===== config.mk =====
export PLATFORM = sky130hd
export DESIGN_NAME = gclk_wr_adapter
export DESIGN_NICKNAME = d
export VERILOG_FILES = /design/src/rtl/gca_pkg.sv /design/src/rtl/gca_clk_tracker.sv /design/src/rtl/gca_port_sampler.sv /design/src/rtl/gca_en_gate.sv /design/src/rtl/gca_store.sv /design/src/rtl/gclk_wr_adapter.sv
export SDC_FILE = /design/constraint.sdc
export NUM_CORES = 1
export LEC_CHECK = 0
export ABC_AREA = 1
export CAP_MARGIN = 5
export CORE_ASPECT_RATIO = 0.5
export CORE_MARGIN = 2
export CORE_UTILIZATION = 25
export CTS_CLUSTER_DIAMETER = 40
export DETAILED_ROUTE_END_ITERATION = 10
export PLACE_DENSITY = 0.49
export SLEW_MARGIN = 5
export SYNTH_ARGS = -nofsm -noshare
export SYNTH_HDL_FRONTEND = slang
export SYNTH_SLANG_ARGS = --single-unit

===== constraint.sdc =====
create_clock -name clk -period 5.5 [get_ports clk]
set_clock_uncertainty 0.15 [all_clocks]
set_input_delay 1.65 -clock clk [delete_from_list [all_inputs] [get_ports clk]]
set_output_delay 1.65 -clock clk [all_outputs]
set_load 0.02 [all_outputs]

===== src/rtl/gca_pkg.sv =====
// Package: shared polarity type and edge-match function for the adapter.
// Assumes: the modelled clock is sampled once per global cycle.
package gca_pkg;

    typedef enum logic {
        POL_FALL = 1'b0,
        POL_RISE = 1'b1
    } wclk_pol_e;

    // True when (current, previous) samples form the active transition.
    function automatic logic pol_transition(input logic pol, input logic cur, input logic prev);
        return (cur == pol) && (prev != pol);
    endfunction

endpackage


===== src/rtl/gca_clk_tracker.sv =====
// Module: keeps the previous sample of the modelled write clock and flags
// the active transition. Assumes the write clock changes no faster than
// once per global cycle to be seen at all.
module gca_clk_tracker #(
    parameter bit RISE_POL = 1'b1
) (
    input  logic clk,
    input  logic rst_n,
    input  logic wclk_smp,
    output logic prev_clk,
    output logic edge_hit
);
    import gca_pkg::*;

    localparam wclk_pol_e POL = RISE_POL ? POL_RISE : POL_FALL;

    // Hold last sample; reset to the inactive-before-edge level.
    always_ff @(posedge clk) begin
        if (!rst_n) prev_clk <= RISE_POL;
        else        prev_clk <= wclk_smp;
    end

    // Flag the active transition between previous and current samples.
    always_comb begin
        edge_hit = pol_transition(POL, wclk_smp, prev_clk);
    end
endmodule


===== src/rtl/gca_port_sampler.sv =====
// Module: registers enable, address and data each global cycle. These are
// datapath registers without reset; their value is only used under a gated
// enable, so an unknown start is harmless.
module gca_port_sampler #(
    parameter int ADDR_W = 3,
    parameter int DATA_W = 8
) (
    input  logic              clk,
    input  logic [DATA_W-1:0] wr_be,
    input  logic [ADDR_W-1:0] wr_addr,
    input  logic [DATA_W-1:0] wr_data,
    output logic [DATA_W-1:0] be_q,
    output logic [ADDR_W-1:0] addr_q,
    output logic [DATA_W-1:0] data_q
);
    // Capture the write request every global cycle.
    always_ff @(posedge clk) begin
        be_q   <= wr_be;
        addr_q <= wr_addr;
        data_q <= wr_data;
    end
endmodule


===== src/rtl/gca_en_gate.sv =====
// Module: forces the registered per-bit enable to zero except in the edge
// cycle. Pure combinational logic.
module gca_en_gate #(
    parameter int DATA_W = 8
) (
    input  logic              edge_hit,
    input  logic [DATA_W-1:0] be_q,
    output logic [DATA_W-1:0] eff_be
);
    // Replicate the edge flag across the enable vector.
    always_comb begin
        eff_be = be_q & {DATA_W{edge_hit}};
    end
endmodule


===== src/rtl/gca_store.sv =====
// Module: register array with a bit-masked write on the global clock and an
// unregistered read. Assumes DEPTH = 2**ADDR_W.
module gca_store #(
    parameter int ADDR_W = 3,
    parameter int DATA_W = 8
) (
    input  logic              clk,
    input  logic              rst_n,
    input  logic [DATA_W-1:0] eff_be,
    input  logic [ADDR_W-1:0] waddr,
    input  logic [DATA_W-1:0] wdata,
    input  logic [ADDR_W-1:0] rd_addr,
    output logic [DATA_W-1:0] rd_data
);
    localparam int DEPTH = 1 << ADDR_W;

    logic [DATA_W-1:0] words [DEPTH];

    // Clear on reset, otherwise merge masked data into the addressed word.
    always_ff @(posedge clk) begin
        for (int r = 0; r < DEPTH; r++) begin
            if (!rst_n)
                words[r] <= '0;
            else if (waddr == ADDR_W'(r))
                words[r] <= (words[r] & ~eff_be) | (wdata & eff_be);
        end
    end

    // Combinational read.
    always_comb begin
        rd_data = words[rd_addr];
    end
endmodule


===== src/rtl/gclk_wr_adapter.sv =====
// Module: top of the global-clock write adapter. Samples the modelled write
// clock, registers the write request, and commits it in the edge cycle.
// Assumes a single write port and a single combinational read port.
module gclk_wr_adapter #(
    parameter int ADDR_W   = 3,
    parameter int DATA_W   = 8,
    parameter bit RISE_POL = 1'b1
) (
    input  logic              clk,
    input  logic              rst_n,
    input  logic              wclk_smp,
    input  logic [DATA_W-1:0] wr_be,
    input  logic [ADDR_W-1:0] wr_addr,
    input  logic [DATA_W-1:0] wr_data,
    input  logic [ADDR_W-1:0] rd_addr,
    output logic [DATA_W-1:0] rd_data
);
    logic              prev_clk;
    logic              edge_hit;
    logic [DATA_W-1:0] be_q;
    logic [ADDR_W-1:0] addr_q;
    logic [DATA_W-1:0] data_q;
    logic [DATA_W-1:0] eff_be;

    gca_clk_tracker #(.RISE_POL(RISE_POL)) u_trk (
        .clk(clk), .rst_n(rst_n), .wclk_smp(wclk_smp),
        .prev_clk(prev_clk), .edge_hit(edge_hit)
    );

    gca_port_sampler #(.ADDR_W(ADDR_W), .DATA_W(DATA_W)) u_smp (
        .clk(clk), .wr_be(wr_be), .wr_addr(wr_addr), .wr_data(wr_data),
        .be_q(be_q), .addr_q(addr_q), .data_q(data_q)
    );

    gca_en_gate #(.DATA_W(DATA_W)) u_gate (
        .edge_hit(edge_hit), .be_q(be_q), .eff_be(eff_be)
    );

    gca_store #(.ADDR_W(ADDR_W), .DATA_W(DATA_W)) u_mem (
        .clk(clk), .rst_n(rst_n), .eff_be(eff_be), .waddr(addr_q),
        .wdata(data_q), .rd_addr(rd_addr), .rd_data(rd_data)
    );
endmodule


==> results of run 1 <==
worst reg2reg max path: cells and delay by family (launching register included):
family	cells	cell delay, ps
buffers and inverters	1	250
DFF	1	580
AOI/OAI and AO/OA	1	860
through the flow:
step                      utilization (%)  area (µm²)  instances  setup slack, ps  hold WS [ps]
after detailed placement             28.9        4710        720              273           455
after floorplan                         -        4130        470             1280           432
after CTS                            30.8        5010        736              271           472
after global placement               28.9        4710        720              298           449
after global routing                 30.8        5010        736              171           491
final                                30.8        5010        736              299           468
routing by layer:
metal / routed length (µm) / track usage, %
met1: 5420 / 20.0
met5: 0 / 0
met4: 148 / 4.13
met3: 952 / 3.16
met2: 4550 / 19.6
worst paths after layout:
path,startpoint,to,slack (ps),cells after the start
max,rd_addr[0],rd_data[3],300,8
min,u_mem.words[7][7]$_SDFFCE_PN0P_,u_mem.words[7][7]$_SDFFCE_PN0P_,470,2
max reg2reg,u_smp.addr_q[2]$_DFF_P_,u_mem.words[4][4]$_SDFFCE_PN0P_,3280,2
min reg2reg,u_mem.words[7][7]$_SDFFCE_PN0P_,u_mem.words[7][7]$_SDFFCE_PN0P_,470,2
layout make-up:
class                           instances  area (µm²)
Timing Repair Buffer                   40         393
Sequential cell                        84        2320
Tap cell                              227         284
Clock inverter                          7        81.3
Fill cell                            1746       11300
Multi-Input combinational cell        298        1440
Inverter                               71         269
Clock buffer                            9         225
flip-flops by register name, summed over array words and instances (netlist names):
register        count
u_mem.words        64
u_smp.be_q          8
u_smp.data_q        8
u_smp.addr_q        3
u_trk.prev_clk      1
synthesized netlist by cell type:
cell | number | area share [%]
inv_1 | 67 | 6.1
buf_12 | 1 | 0.49
nand4_1 | 7 | 1.1
clkinv_2 | 2 | 0.24
buf_6 | 3 | 0.82
nand4_2 | 1 | 0.30
inv_2 | 2 | 0.18
buf_2 | 11 | 1.3
dfxtp_1 | 20 | 9.7
o31ai_1 | 8 | 1.5
nand3_1 | 32 | 3.9
a21oi_1 | 64 | 7.8
buf_4 | 2 | 0.36
nor2_4 | 1 | 0.27
nand2_1 | 177 | 16
nand3_4 | 8 | 3.4
edfxtp_1 | 64 | 47
power by group:
| group | switching [mW] | leakage, nW | internal, mW |
|---|---|---|---|
| Clock | 0.264 | 0.153 | 0.360 |
| Sequential | 0.0230 | 0.840 | 0.716 |
| Combinational | 0.0983 | 1.07 | 0.0611 |
| Total | 0.385 | 2.07 | 1.14 |
cells by family after synthesis:
| kind of cell | count (synthesis) | synth area share [%] |
|---|---|---|
| simple gates | 226 | 25.0 |
| buf+inv | 88 | 9.52 |
| flops | 84 | 56.3 |
| compound gates | 72 | 9.22 |
cell usage in the layout, fill, tap and decap left out, drive strengths merged:
cell / synthesis / final
edfxtp: 64 / 64
clkinv: 2 / 4
inv: 69 / 73
nand2: 177 / 177
buf: 17 / 8
nand3: 40 / 40
clkbuf: 0 / 9
a21oi: 64 / 64
clkdlybuf4s50: 0 / 32
bufinv: 0 / 1
nand4: 8 / 8
nor2: 1 / 1
dfxtp: 20 / 20
o31ai: 8 / 8
==> results.sh, run 1 <==
export IMPL_status="finished, final reports clean"
export IMPL_cp_num_buf_inv=3
export IMPL_cp_top_family="buffers and inverters"
export IMPL_clock_sinks=84
export IMPL_ir_worst_vdd_v=0.000131
export IMPL_pin_count=33
export IMPL_insertion_delay_ps=340
export IMPL_syn_num_nets=495
export IMPL_grt_start_max_net_pins=33
export IMPL_drv_cap=0
export IMPL_fin_crit_ps=5200
export IMPL_core_rowCount=33
export IMPL_grt_first_pass_wirelength_mm=17.6
export IMPL_cts_buffers=9
export IMPL_gp_congestion=0.810
export IMPL_relSlewSlack_pct=31.6
export IMPL_grt_use_total_pct=13.6
export IMPL_cts_tree="done"
export IMPL_worst_pin_slew_ps=1020
export IMPL_final_nets=529
export IMPL_post_cts_buffers=0
export IMPL_slew_viol_final=0
export IMPL_postCtsHoldBufs=0
export IMPL_finalHoldViolCount=0
export IMPL_first_pass_iters=4
export IMPL_ys_seq_area_share_pct=56.3
export IMPL_drive_gt1_share_pct=8.45
export IMPL_coreArea_mm2=0.0163
export IMPL_antenna_found_initial=0
export IMPL_crit_arrival_ps=3400
export IMPL_io_buffers=32
export IMPL_hpwl_mm=7.72
export IMPL_ys_ff_latch=84
export IMPL_setup_viol=0
export IMPL_critPathSlowestCell="clkdlybuf4s50_1"
export IMPL_setup_tns_final_ps=0
export IMPL_startpoint_type="input pin"
export IMPL_ys_warn_count=0
export IMPL_drc=0
export IMPL_cts_resized_gates=0
export IMPL_first_global_vias=3042
export IMPL_path_cells="clkdlybuf4s50_1 > buf_4 > nand2_1 > nand3_1 > nand2_1 > nand2_1 > nand2_1 > clkdlybuf4s50_1"
export IMPL_die_w_um=186
export IMPL_critPathMaxFanout=32
export IMPL_vias_per_cell=4.37
export IMPL_path_class="in -> out"
export IMPL_syn_cell_area_mm2=0.00413
export IMPL_wl_mm=11.1
export IMPL_routedWlPerCell_um=15.0
export IMPL_post_route_period_util_pct=94.6
export IMPL_syn_to_final_growth_pct=21.4
export IMPL_crit_top_cell="nand2_1"
export IMPL_cellPowerDensity_mw_per_mm2=304
export IMPL_p_total_mw=1.52
export IMPL_cts_root_buffer="clkbuf_16"
export IMPL_die_h_um=94.9
export IMPL_antenna_cells=0
export IMPL_slowest_delay_ps=540
export IMPL_cp_end_kind="output pin"
export IMPL_drt_iter0_markers=302
export IMPL_clk_pin_slew_worst_paths_ps=70
export IMPL_ant_nets=0
export IMPL_h_tree_depth=3
export IMPL_hp_class="reg -> reg"
export IMPL_postSynthAreaPerCell_um2=8.78
export IMPL_rsz0062_at_grt="no"
export IMPL_netlist_instances=470
export IMPL_start_util_pct=25.4
export IMPL_p_leak_nw=2.07
export IMPL_crit_required_ps=3700
export IMPL_cts_path_max_buffers=2
export IMPL_synthDistinctLibCells=17
export IMPL_die_area_mm2=0.0176
export IMPL_num_vias=3213
export IMPL_grt_overflow_total=0
export IMPL_max_freq_mhz=192
Power figures use the tool's default switching activity.
==> run 2: changes to the inputs <==
--- a/config.mk
+++ b/config.mk
@@ -8,11 +8,11 @@
 export ABC_AREA = 1
 export CAP_MARGIN = 5
 export CORE_ASPECT_RATIO = 0.5
-export CORE_MARGIN = 2
 export CORE_UTILIZATION = 25
 export CTS_CLUSTER_DIAMETER = 40
 export DETAILED_ROUTE_END_ITERATION = 10
-export PLACE_DENSITY = 0.49
+export DONT_BUFFER_PORTS = 1
+export PLACE_DENSITY = 0.46
 export SLEW_MARGIN = 5
 export SYNTH_ARGS = -nofsm -noshare
 export SYNTH_HDL_FRONTEND = slang
==> constraint.sdc (replaced) <==
create_clock -name clk -period 5.8 [get_ports clk]
set_clock_uncertainty 0.15 [all_clocks]
set_input_delay 1.74 -clock clk [delete_from_list [all_inputs] [get_ports clk]]
set_output_delay 1.74 -clock clk [all_outputs]
set_load 0.02 [all_outputs]
==> results.sh, run 2 (synthesized netlist as in run 1, its figures left out) <==
export IMPL_path_cells="inv_1 > buf_4 > nand2_1 > nand3_1 > nand2_1 > nand2_1 > nand2_1"
export IMPL_cp_num_buf_inv=2
export IMPL_grt_use_total_pct=15.3
export IMPL_syn_to_final_growth_pct=13.1
export IMPL_num_vias=3164
export IMPL_largest_reg_flops=64
export IMPL_h_tree_depth=3
export IMPL_drv_cap=0
export IMPL_n_fill_cell=1702
export IMPL_die_w_um=184
export IMPL_post_cts_buffers=0
export IMPL_finalHoldViolCount=0
export IMPL_cts_buffers=9
export IMPL_cts_path_max_buffers=2
export IMPL_reg2reg_depth=4
export IMPL_first_pass_iters=7
export IMPL_antenna_cells=0
export IMPL_whs_ps=474
export IMPL_postCtsHoldBufs=0
export IMPL_cellPowerDensity_mw_per_mm2=307
export IMPL_start_util_pct=26.2
export IMPL_io_buffers=0
export IMPL_gp_congestion=0.846
export IMPL_largestRegisters="u_mem.words: 64 flops, u_smp.be_q: 8 flops, u_smp.data_q: 8 flops"
export IMPL_wl_mm=12.2
export IMPL_final_nets=498
export IMPL_seq_area_mm2=0.00232
export IMPL_coreArea_mm2=0.0158
export IMPL_ant_nets=0
export IMPL_first_global_vias=2947
export IMPL_routedWlPerCell_um=17.5
export IMPL_final_cell_mix="177 x nand2_1, 67 x inv_1, 64 x a21oi_1, 64 x edfxtp_1, 32 x nand3_1"
export IMPL_die_area_mm2=0.0171
export IMPL_cts_resized_gates=0
export IMPL_worst_pin_slew_ps=638
export IMPL_hp_class="reg -> reg"
export IMPL_max_freq_mhz=216
export IMPL_crit_arrival_ps=2730
export IMPL_grt_overflow_total=0
export IMPL_drt_iter0_markers=324
export IMPL_critPathMaxFanout=33
export IMPL_cp_end_kind="output pin"
export IMPL_path_class="in -> out"
export IMPL_hpwl_mm=8.55
export IMPL_crit_top_cell="nand2_1"
export IMPL_cts_tree="done"
export IMPL_final_common_cell="nand2_1"
export IMPL_fin_crit_ps=4620
export IMPL_die_h_um=92.9
export IMPL_startpoint_type="input pin"
export IMPL_whs_path_depth=2
export IMPL_antenna_found_initial=0
export IMPL_post_route_period_util_pct=79.7
export IMPL_grt_first_pass_wirelength_mm=18.6
export IMPL_clock_sinks=84
export IMPL_vias_per_cell=4.53
export IMPL_insertion_delay_ps=340
export IMPL_placed_area_mm2=0.00435
export IMPL_finalInstanceArea_mm2=0.00467
export IMPL_rrSetupSlack_ps=3760
export IMPL_status="finished, final reports clean"
export IMPL_core_rowCount=32
export IMPL_clk_pin_slew_worst_paths_ps=60
export IMPL_setup_viol=0
export IMPL_multi_input_area_mm2=0.00141
export IMPL_p_leak_nw=1.95
export IMPL_pin_count=33
export IMPL_relSlewSlack_pct=57.4
export IMPL_setup_tns_final_ps=0
export IMPL_slowest_delay_ps=320
export IMPL_largest_register="u_mem.words"
export IMPL_path_depth=7
export IMPL_slew_viol_final=0
export IMPL_crit_required_ps=3910
export IMPL_drc=0
export IMPL_fin_util_pct=29.6
export IMPL_cts_root_buffer="clkbuf_16"
export IMPL_drive_gt1_share_pct=7.95
export IMPL_rsz0062_at_grt="no"
export IMPL_ir_worst_vdd_v=0.000139
export IMPL_critPathSlowestCell="buf_4"
export IMPL_p_total_mw=1.43
export IMPL_cp_top_family="buffers and inverters"
export IMPL_grt_start_max_net_pins=34
[run 2: cell types whose count changed in the layout (fill, tap and decap cells not counted), moves of 2 or more]
cell,before,now
buf_4,7,9
o31ai_2,5,0
inv_4,0,2
o31ai_1,3,8
clkdlybuf4s50_1,32,0
inv_6,3,0
[run 2: per-layer routing]
layer  vias to the layer above  wire length (µm)  track usage [%]
met5                         -                 0                0
met4                         0               165             5.07
met3                        12               742             2.48
met2                       113              4960             20.9
met1                      1495              6350             23.7
li1                       1544                 -                -
[run 2: worst register-to-register path: cells and delay by family (launching register included)]
kind            cells  cell delay, ps
simple gates        3            1220
compound gates      1              80
flops               1             320
[run 2: through the flow]
step                instances  worst slack (ps)
floorplan                 470              1400
global route              699              1040
detailed placement        683              1170
global placement          683              1200
finish                    699              1180
CTS                       699              1170
[run 2: area by class of cell]
class	instances	area share, %
flip-flops and latches	84	49.8
multi-input cells	298	30.3
well taps	221	5.92
repair buffers	9	1.45
clock inverters	5	1.18
clock buffers	11	5.66
inverters	71	5.76
[run 2: worst paths after layout]
kind                                    from                              end
max reg2reg        u_trk.prev_clk$_SDFF_PN1_  u_mem.words[6][0]$_SDFFCE_PN0P_
max                               rd_addr[0]                       rd_data[3]
min reg2reg  u_mem.words[0][4]$_SDFFCE_PN0P_  u_mem.words[0][4]$_SDFFCE_PN0P_
min          u_mem.words[0][4]$_SDFFCE_PN0P_  u_mem.words[0][4]$_SDFFCE_PN0P_
[run 2: where the power goes]
group | leakage (nW) | total (mW) | internal, mW | switching [mW]
clock network | 0.159 | 0.612 | 0.371 | 0.240
logic | 0.946 | 0.120 | 0.0338 | 0.0865
registers | 0.840 | 0.701 | 0.679 | 0.0216
==> run 3: changes to the inputs <==
==> constraint.sdc (replaced) <==
create_clock -name clk -period 4.5 [get_ports clk]
set_clock_uncertainty 0.15 [all_clocks]
set_input_delay 1.35 -clock clk [delete_from_list [all_inputs] [get_ports clk]]
set_output_delay 1.35 -clock clk [all_outputs]
set_load 0.02 [all_outputs]
==> results.sh, run 3 (synthesized netlist as in run 1, its figures left out) <==
export IMPL_pin_count=33
export IMPL_insertion_delay_ps=340
export IMPL_coreArea_mm2=0.0158
export IMPL_start_util_pct=26.2
export IMPL_routedWlPerCell_um=17.3
export IMPL_first_global_vias=2968
export IMPL_gp_congestion=0.866
export IMPL_post_route_period_util_pct=84.7
export IMPL_cts_path_max_buffers=2
export IMPL_die_w_um=184
export IMPL_setup_tns_final_ps=0
export IMPL_startpoint_type="input pin"
export IMPL_path_class="in -> out"
export IMPL_drt_iter0_markers=452
export IMPL_p_leak_nw=1.94
export IMPL_syn_to_final_growth_pct=12.9
export IMPL_ant_nets=0
export IMPL_drc=0
export IMPL_cts_resized_gates=0
export IMPL_largestRegisters="u_mem.words: 64 flops, u_smp.be_q: 8 flops, u_smp.data_q: 8 flops"
export IMPL_dp_cells=683
export IMPL_first_pass_iters=5
export IMPL_path_cells="inv_1 > nand3_1 > nand2_1 > nand2_1 > nand2_1"
export IMPL_post_cts_buffers=0
export IMPL_drv_cap=0
export IMPL_cts_root_buffer="clkbuf_16"
export IMPL_num_vias=3176
export IMPL_setup_viol=0
export IMPL_hpwl_mm=8.35
export IMPL_final_cell_mix="177 x nand2_1, 67 x inv_1, 64 x a21oi_1, 64 x edfxtp_1, 32 x nand3_1"
export IMPL_grt_start_max_net_pins=34
export IMPL_grt_first_pass_wirelength_mm=18.5
export IMPL_fin_crit_ps=3810
export IMPL_max_freq_mhz=262
export IMPL_crit_arrival_ps=2310
export IMPL_antenna_found_initial=0
export IMPL_grt_overflow_total=0
export IMPL_cts_buffers=9
export IMPL_io_buffers=0
export IMPL_slew_viol_final=0
export IMPL_core_rowCount=32
export IMPL_placed_area_mm2=0.00436
export IMPL_clk_pin_slew_worst_paths_ps=70
export IMPL_crit_required_ps=3000
export IMPL_finalInstanceArea_mm2=0.00466
export IMPL_die_h_um=92.9
export IMPL_slowest_delay_ps=420
export IMPL_status="finished, final reports clean"
export IMPL_rsz0062_at_grt="no"
export IMPL_drive_gt1_share_pct=8.16
export IMPL_wl_mm=12.1
export IMPL_critPathMaxFanout=17
export IMPL_cts_tree="done"
export IMPL_whs_ps=468
export IMPL_finalHoldViolCount=0
export IMPL_final_common_cell="nand2_1"
export IMPL_hp_class="reg -> reg"
export IMPL_largest_reg_flops=64
export IMPL_worst_pin_slew_ps=638
export IMPL_largest_register="u_mem.words"
export IMPL_grt_use_total_pct=15.0
export IMPL_h_tree_depth=3
export IMPL_cp_end_kind="output pin"
export IMPL_antenna_cells=0
export IMPL_fin_util_pct=29.6
export IMPL_vias_per_cell=4.54
export IMPL_crit_top_cell="nand2_1"
export IMPL_critPathSlowestCell="inv_1"
export IMPL_relSlewSlack_pct=57.4
export IMPL_finalNonFillerCells=699
export IMPL_postCtsHoldBufs=0
export IMPL_clock_sinks=84
export IMPL_cellPowerDensity_mw_per_mm2=387
export IMPL_ir_worst_vdd_v=0.000180
export IMPL_final_nets=498
export IMPL_die_area_mm2=0.0171
run 3: worst paths after layout:
path	to	startpoint	slack (ps)	cells after the start
min	u_mem.words[4][7]$_SDFFCE_PN0P_	u_mem.words[4][7]$_SDFFCE_PN0P_	470	2
min reg2reg	u_mem.words[4][7]$_SDFFCE_PN0P_	u_mem.words[4][7]$_SDFFCE_PN0P_	470	2
max	rd_data[6]	rd_addr[1]	690	5
max reg2reg	u_mem.words[5][0]$_SDFFCE_PN0P_	u_trk.prev_clk$_SDFF_PN1_	2420	4
run 3: report_power, final:
group	internal, mW	leakage (nW)	total (mW)	switching (mW)
clock	0.417	0.146	0.748	0.331
sequential	0.875	0.840	0.902	0.0274
combinational	0.0447	0.951	0.156	0.111
run 3: area by class of cell:
| cell class | count | area [µm²] |
|---|---|---|
| well taps | 221 | 277 |
| fillers | 1706 | 11100 |
| inverters | 71 | 269 |
| multi-input cells | 298 | 1410 |
| repair buffers | 9 | 80.1 |
| flip-flops and latches | 84 | 2320 |
| clock inverters | 6 | 51.3 |
| clock buffers | 10 | 250 |
run 3: per-stage QoR:
step | setup slack, ps | power, mW
finish | 687 | 1.81
floorplan | 881 | 1.03
detailed placement | 713 | 1.08
CTS | 703 | 1.82
global route | 595 | 1.88
global placement | 719 | 1.08
run 3: worst max-delay path, delay by kind of cell:
| kind | cells | cell delay [ps] |
|---|---|---|
| buf+inv | 1 | 420 |
| simple gates | 4 | 540 |
run 3: metal layers:
layer / GRT usage, % / up-vias / wire, µm
li1: - / 1541 / -
met2: 20.0 / 126 / 4860
met1: 23.9 / 1500 / 6270
met3: 2.67 / 9 / 829
met4: 3.96 / 0 / 127
met5: 0 / - / 0
